**src/rtl/cnt_pkg.sv**
```systemverilog
// Package: shared types for the presettable counter.
// Assumes nothing beyond IEEE 1800-2017 synthesizable subset.
package cnt_pkg;

    // Operation selected for the next clock edge.
    typedef enum logic [1:0] {
        OP_HOLD = 2'd0,
        OP_INC  = 2'd1,
        OP_LOAD = 2'd2
    } cnt_op_e;

    // Priority decode: load beats hold, hold beats reload and increment.
    function automatic cnt_op_e pick_op(
        input logic load_n,
        input logic cnt_en_n,
        input logic reload_on_term,
        input logic at_term
    );
        if (!load_n)
            return OP_LOAD;
        else if (cnt_en_n)
            return OP_HOLD;
        else if (reload_on_term && at_term)
            return OP_LOAD;
        else
            return OP_INC;
    endfunction

endpackage

```
**src/rtl/cnt_op_decode.sv**
```systemverilog
// Module: cnt_op_decode
// Chooses the counter operation for the coming edge from the control
// inputs and the registered terminal state. Purely combinational.
// Assumes at_term comes from registered state, so there is no loop.
module cnt_op_decode
    import cnt_pkg::*;
(
    input  logic    load_n,
    input  logic    cnt_en_n,
    input  logic    reload_on_term,
    input  logic    at_term,
    output cnt_op_e op
);

    // Priority decode of the three controls plus internal feedback.
    always_comb begin
        op = pick_op(load_n, cnt_en_n, reload_on_term, at_term);
    end

endmodule

```
**src/rtl/cnt_state_reg.sv**
```systemverilog
// Module: cnt_state_reg
// Holds the count and applies the selected operation at each rising
// edge. Cleared asynchronously by an active-high clear.
// Assumes op is settled before the edge.
module cnt_state_reg
    import cnt_pkg::*;
#(
    parameter int WIDTH = 8
) (
    input  logic             clk,
    input  logic             rst_async,
    input  cnt_op_e          op,
    input  logic [WIDTH-1:0] preset,
    output logic [WIDTH-1:0] count
);

    logic [WIDTH-1:0] count_nxt;

    // Next-state selection for the count register.
    always_comb begin
        unique case (op)
            OP_LOAD: count_nxt = preset;
            OP_INC:  count_nxt = count + WIDTH'(1);
            default: count_nxt = count;
        endcase
    end

    // Count register with asynchronous clear.
    always_ff @(posedge clk or posedge rst_async) begin
        if (rst_async)
            count <= '0;
        else
            count <= count_nxt;
    end

endmodule

```
**src/rtl/cnt_term_pulse.sv**
```systemverilog
// Module: cnt_term_pulse
// Detects the all-ones state and registers it into a one-clock divider
// pulse. Cleared asynchronously together with the count.
// Assumes count is a register output.
module cnt_term_pulse #(
    parameter int WIDTH = 8
) (
    input  logic             clk,
    input  logic             rst_async,
    input  logic [WIDTH-1:0] count,
    output logic             at_term,
    output logic             div_out
);

    // All-ones detection from registered state.
    always_comb begin
        at_term = &count;
    end

    // Registered copy of the terminal state, used as the divider output.
    always_ff @(posedge clk or posedge rst_async) begin
        if (rst_async)
            div_out <= 1'b0;
        else
            div_out <= at_term;
    end

endmodule

```
**src/rtl/counter_preset_div.sv**
```systemverilog
// Module: counter_preset_div
// Presettable synchronous up-counter with an active-low terminal flag
// and internal reload at the terminal state, which makes it a divide-by-N
// programmable divider (preset = 2^WIDTH - N, N = 2..2^WIDTH).
// Assumes a single clock domain. rst_async may change at any time.
module counter_preset_div #(
    parameter int WIDTH = 8
) (
    input  logic             clk,
    input  logic             rst_async,
    input  logic             load_n,
    input  logic             cnt_en_n,
    input  logic             reload_on_term,
    input  logic [WIDTH-1:0] preset,
    output logic [WIDTH-1:0] count,
    output logic             term_n,
    output logic             div_out
);

    cnt_pkg::cnt_op_e op;
    logic             at_term;

    cnt_op_decode u_decode (
        .load_n         (load_n),
        .cnt_en_n       (cnt_en_n),
        .reload_on_term (reload_on_term),
        .at_term        (at_term),
        .op             (op)
    );

    cnt_state_reg #(.WIDTH(WIDTH)) u_state (
        .clk       (clk),
        .rst_async (rst_async),
        .op        (op),
        .preset    (preset),
        .count     (count)
    );

    cnt_term_pulse #(.WIDTH(WIDTH)) u_term (
        .clk       (clk),
        .rst_async (rst_async),
        .count     (count),
        .at_term   (at_term),
        .div_out   (div_out)
    );

    // Active-low terminal flag at the port.
    always_comb begin
        term_n = ~at_term;
    end

endmodule

```
**config.mk**
```make
export PLATFORM = sky130hd
export DESIGN_NAME = counter_preset_div
export DESIGN_NICKNAME = d
export VERILOG_FILES = /design/src/rtl/cnt_pkg.sv /design/src/rtl/cnt_op_decode.sv /design/src/rtl/cnt_state_reg.sv /design/src/rtl/cnt_term_pulse.sv /design/src/rtl/counter_preset_div.sv
export SDC_FILE = /design/constraint.sdc
export NUM_CORES = 1
export LEC_CHECK = 0
export BUFFER_PORTS_ARGS = -buffer_cell sky130_fd_sc_hd__buf_2
export CELL_PAD_IN_SITES_DETAIL_PLACEMENT = 1
export CELL_PAD_IN_SITES_GLOBAL_PLACEMENT = 1
export CORE_UTILIZATION = 33
export CTS_CLUSTER_SIZE = 10
export DETAILED_ROUTE_END_ITERATION = 6
export GPL_ROUTABILITY_DRIVEN = 0
export PLACE_DENSITY_LB_ADDON = 0.2
export RECOVER_POWER = 100
export SLEW_MARGIN = 20
export SYNTH_ARGS = -nofsm -noshare
export SYNTH_HDL_FRONTEND = slang
export SYNTH_SLANG_ARGS = --single-unit
```
**constraint.sdc**
```tcl
create_clock -name clk -period 2.2 [get_ports clk]
set_input_delay 0.22 -clock clk [delete_from_list [all_inputs] [get_ports clk]]
set_output_delay 0.22 -clock clk [all_outputs]
set_load 0.02 [all_outputs]
```
## Word level (Yosys, flattened, before mapping)

Index checks and enable logic that the tools add are counted.

| word-level totals | value |
|---|---|
| register bits | 9 |
| word-level logic and storage cells | 13 |
| output and inout port bits | 10 |
| input port bits | 13 |

| operators by class | value |
|---|---|
| add/subtract/negate cells | 1 |
| reduce and logical (&&, ||, !) cells | 3 |
| bitwise logic cells | 1 |
| multiplexer cells | 4 |
| equality and inequality tests | 2 |

Operators with widths:

| operator | count |
|---|---|
| 8-bit one-hot mux with 2 select lines | 1 |
| 8-bit by 1-bit adder with 8-bit output (second input constant) | 1 |
| 8-bit AND reduction | 1 |
| 2-bit two-way mux | 3 |
| 2-bit by 1-bit equality test with 1-bit output (second input constant) | 1 |
| 2-bit equality test (second input constant) | 1 |
| 2-bit nonzero test | 1 |
| 1-bit logical AND | 1 |
| 1-bit NOT | 1 |

## Longest topological paths before layout

| logic depth | value |
|---|---|
| word-level depth | 7 |
| gate-level depth with buffers | 6 |
| gate-level depth less buffers | 5 |

## Modules after synthesis

Synthesis repeated with hierarchy kept, for this count alone.

| unflattened totals | value |
|---|---|
| cell total of the unflattened synthesis | 66 |
| area, all modules | 573.0 µm² |

By module, submodules not included:

| module | seq. area each (µm²) | cells each | area an instance (µm²) | times used |
|---|---|---|---|---|
| cnt_state_reg | 200.2 | 57 | 506.7 | 1 |
| cnt_term_pulse | 25.0 | 5 | 45.0 | 1 |
| cnt_op_decode | 0.0 | 3 | 17.5 | 1 |
| counter_preset_div | 0.0 | 1 | 3.8 | 1 |

## Worst setup path after synthesis

Ideal clock, no wire load.

| timing path | value |
|---|---|
| path kind | register to register |
| start point | register u_state.count[0] |
| end point | register u_state.count[5] |
| path buffers | 1 |
| cell stages (with the launch flop) | 7 |
| data arrival time | 1928 ps |
| data required time | 2079 ps |
| clock period less this slack | 2049 ps |
| slack | 151 ps |
| library setup time | 121 ps |
| cells stage by stage | dfrtp_1 ha_1 and4_1 buf_6 a31oi_1 mux2_2 o22a_1 |

| on the way | value |
|---|---|
| word-level cells in the longest chain between the ends | 7 |
| elaborated cells on any way between the ends | 10 |
| classes of those cells | add/sub (1); eq/ne (2); mux (4); reduce/logical (3) |

RTL lines:

| what | line | source |
|---|---|---|
| from (decl) | cnt_state_reg.sv:14 | `output logic [WIDTH-1:0] count` |
| from (signal assigned) | cnt_state_reg.sv:33 | `count <= count_nxt;` |
| 8-bit AND reduction | cnt_term_pulse.sv:17 | `at_term = &count;` |
| 1-bit logical AND | cnt_pkg.sv:23 | `else if (reload_on_term && at_term)` |
| 2-bit two-way mux | cnt_pkg.sv:23 |  |
| 2-bit two-way mux | cnt_pkg.sv:21 | `else if (cnt_en_n)` |
| 2-bit two-way mux | cnt_pkg.sv:19 | `if (!load_n)` |
| 2-bit by 1-bit equality test with 1-bit output or 2-bit equality test (tied branches) | cnt_state_reg.sv:21 | `unique case (op)` |
| 8-bit one-hot mux with 2 select lines or 2-bit nonzero test (tied branches) | - |  |

Parallel ways exist; a longest one is shown, timed or not.
A chain may end at the register's enable or synchronous reset.

## Worst setup path in the final report

| timing path | value |
|---|---|
| start point | register u_state.count[0] |
| end point | register u_state.count[7] |

The elaborated chain is that of the path after synthesis.

==> results by group <==
Clock network
  – CTS sink cnt: 9
  – Reg clk slew, reported paths: 0.06 ns
  – Worst-Skew Late Latency: 0.26 ns
  – Clock tree buffer depth: 2
  – H-Tree Depth: 1
  – Resized Gates After CTS: 0
  – TritonCTS clock tree: done
  – CTS Buf Count: 3
  – Clock Tree Root: clkbuf_4

STA
  – Endpoints failing hold: 0
  – Hold slack: ~0.2 ns
  – Crit path time final: between 1.5 and 2 ns
  – Max-slew headroom at the worst pin: 0.756
  – Part of the cycle the worst path needs: 0.893
  – RSZ-0062 raised after global routing: false
  – TNS Setup: 0 ns
  – Final setup vio count: 0
  – Fmax: 509 MHz
  – Setup Skew: about 0.0032 ns
  – Worst-margin pin slew: 0.365 ns
  – Slew Limit Fails: 0

Synthesis
  – EDFF count, synth: 0
  – Netlist cell types: 28
  – Cell count after synthesis: 60
  – Post-synth net total: 74
  – Mean Syn Cell Area: 9.45 sq um
  – Area share of the largest cell type after synthesis: 0.397
  – Cell taking the most area after synthesis: dfrtp_1
  – Synthesized flop and latch total: 9
  – Warnings, synthesis: 0
  – Mapped Area: 567 sq um
  – Synth async-reset ratio: 1.00
  – Most common cell in the synthesized netlist: nand3_1
  – Sequential element share of the synthesized area: 0.397
  – Most frequent cells after synthesis: nand3_1 (11), dfrtp_1 (9), nand2_1 (5)
  – Ys flop type: dfrtp_1
  – Largest cells by area after synthesis: dfrtp_1 (40%), nand3_1 (9.7%), mux2_2 (4.0%)

Route
  – Post-Route WL: around 1600 microns
  – Starting DRC count in detailed routing: 5
  – M1 WL: 736 microns
  – Met2 WL post-DR: 757 microns
  – DR DRC count: 4
  – Number of iterations in the first detailed-routing pass: 6
  – Via Count: 578
  – WL/cell: 15.4 microns
  – Top Metal Used: met4
  – Antenna Violating Nets Remaining: 0
  – DR WL met3: 55 microns
  – Via/cell ratio: between 5 and 6

Outcome
  – Failing checks: DRC
  – Status: finished, violations left

Power and ir drop
  – Pwr Total: about 460 uW
  – Power Density: 652 nW/um^2
  – Worst vdd ir: around 0.37 mV
  – P_leak: just over 0.3 nW

Setup path
  – CP cell instances: ha_1, and4_1, a31o_1, or4_1, nand3_1
  – Reg2reg path depth: 5
  – R2r endpoint: u_state.count[7]
  – R2r setup slk: around 0.24 ns
  – Worst Setup Start Kind: flop
  – Max FO, Critical Path: 8
  – Slowest stage cell, crit path: or4_1
  – Data required, critical path: 2.40 ns
  – CP arrival: 2.16 ns
  – WS Path Type: reg2reg
  – R2R Path Start: u_state.count[0]
  – CP Capture Type: flop
  – CP peak stage delay: around 0.54 ns

Die
  – # rows: 14
  – Die ar.: 1890 sq um
  – Die Span Y: 43.4 microns
  – Ports: 23
  – Die width: approximately 43 microns
  – Core area: 1560 sq um
  – Initial Util: 0.364

Placement
  – Dpl hpwl: approximately 1200 microns
  – Placed insts: 97
  – PortBufs: 22

Layout
  – Non-Filler Instances: ~100
  – Reg area: about 230 sq um
  – Layout cells sized above 1: 0.221
  – Inserted Diodes: 0
  – Nets: 101
  – Filler cells: 202
  – Multi-input logic area: 303 sq um
  – Synth-to-layout area growth: 23.6%

Global routing
  – All-Layer GR Usage: 0.193
  – First-pass GRT wire length: 2640 microns
  – Largest net degree at the start of global routing: 10
  – Via count of the first global-routing pass: roughly 570
  – Final global-route overflow total: 0
  – Initial antenna violation count: 0

Worst hold path
  – Hold Path Sink: u_state.count[1]
  – HP Start: preset[1]
  – WHS Path Cells: 3
  – Worst Hold Class: in2reg

Flow run
  – Max-Cap Viols: 0
-- worst max-delay path by stage --
stage | start | depth (start not counted) | end | slack (ns)
detailed placement | u_state.count[0] | 5 | u_state.count[5] | 0.25
global route | u_state.count[0] | 5 | u_state.count[7] | 0.14
CTS | u_state.count[0] | 5 | u_state.count[5] | 0.23
finish | u_state.count[0] | 5 | u_state.count[7] | 0.24
floorplan | u_state.count[0] | 6 | u_state.count[5] | 0.15
global placement | u_state.count[0] | 5 | u_state.count[5] | 0.31
-- logic make-up (layout without fill, tap and decap cells) --
kind of cell,after synthesis,count (layout),share of synthesized area
simple gates,27,27,0.258
compound gates,14,14,0.212
flops,9,9,0.397
buf+inv,6,32,0.0530
mux,3,3,0.0574
fa+ha+maj,1,1,0.0221
-- flip-flops by register name, indices dropped and copies added (netlist names) --
signal	cells
u_state.count	8
u_term.div_out	1
-- metal layers --
| layer | global-route usage | up-vias |
|---|---|---|
| met5 | 0 | - |
| met4 | 0.0938 | 0 |
| met3 | 0.0417 | 4 |
| met2 | 0.303 | 15 |
| met1 | 0.253 | 276 |
| li1 | - | 283 |
-- report_power, final --
part / switching (mW) / leakage [nW] / internal (mW)
combinational: 0.0695 / 0.179 / 0.0445
sequential: 0.0275 / 0.108 / 0.184
clock: 0.0617 / 0.0150 / 0.0701
-- critical path, delay by kind of cell, from the launching register on --
family / cells / cell delay, ns
AND/OR/NAND/NOR: 3 / 0.89
flip-flops: 1 / 0.43
AO/OA/AOI/OAI: 1 / 0.33
adder cells (fa/ha/maj): 1 / 0.25
-- cell usage in the layout (no fill, tap or decap), drive strengths merged, types with 2 or more instances in the layout --
cell,Yosys,final
a21oi,3,3
nor2,2,2
o22a,2,2
nand3,11,11
inv,4,4
and4,2,2
nand2,5,5
clkbuf,0,15
mux2,2,2
and2,2,2
o311ai,2,2
buf,2,12
dfrtp,9,9
-- layout make-up --
cell class / instances / share of cell area
timing repair buffer: 24 / 0.159
sequential: 9 / 0.321
tap: 16 / 0.0286
inverter: 4 / 0.0214
multi-input combinational: 45 / 0.432
clock buffer: 4 / 0.0375
-- per-stage QoR --
stage | setup slack [ns] | utilization | instance area (sq um)
after global routing | 0.137 | 0.449 | 701
final | 0.236 | 0.449 | 701
after detailed placement | 0.247 | 0.442 | 689
after floorplan | 0.151 | - | 567
after CTS | 0.230 | 0.465 | 726
after global placement | 0.311 | 0.442 | 689
-- timing repair --
action,4_1_cts,5_1_grt
setup buffers,0,0
hold endpoints to repair,9,0
hold buffers,1,0
No activity file was read; power rests on OpenSTA's default activity.
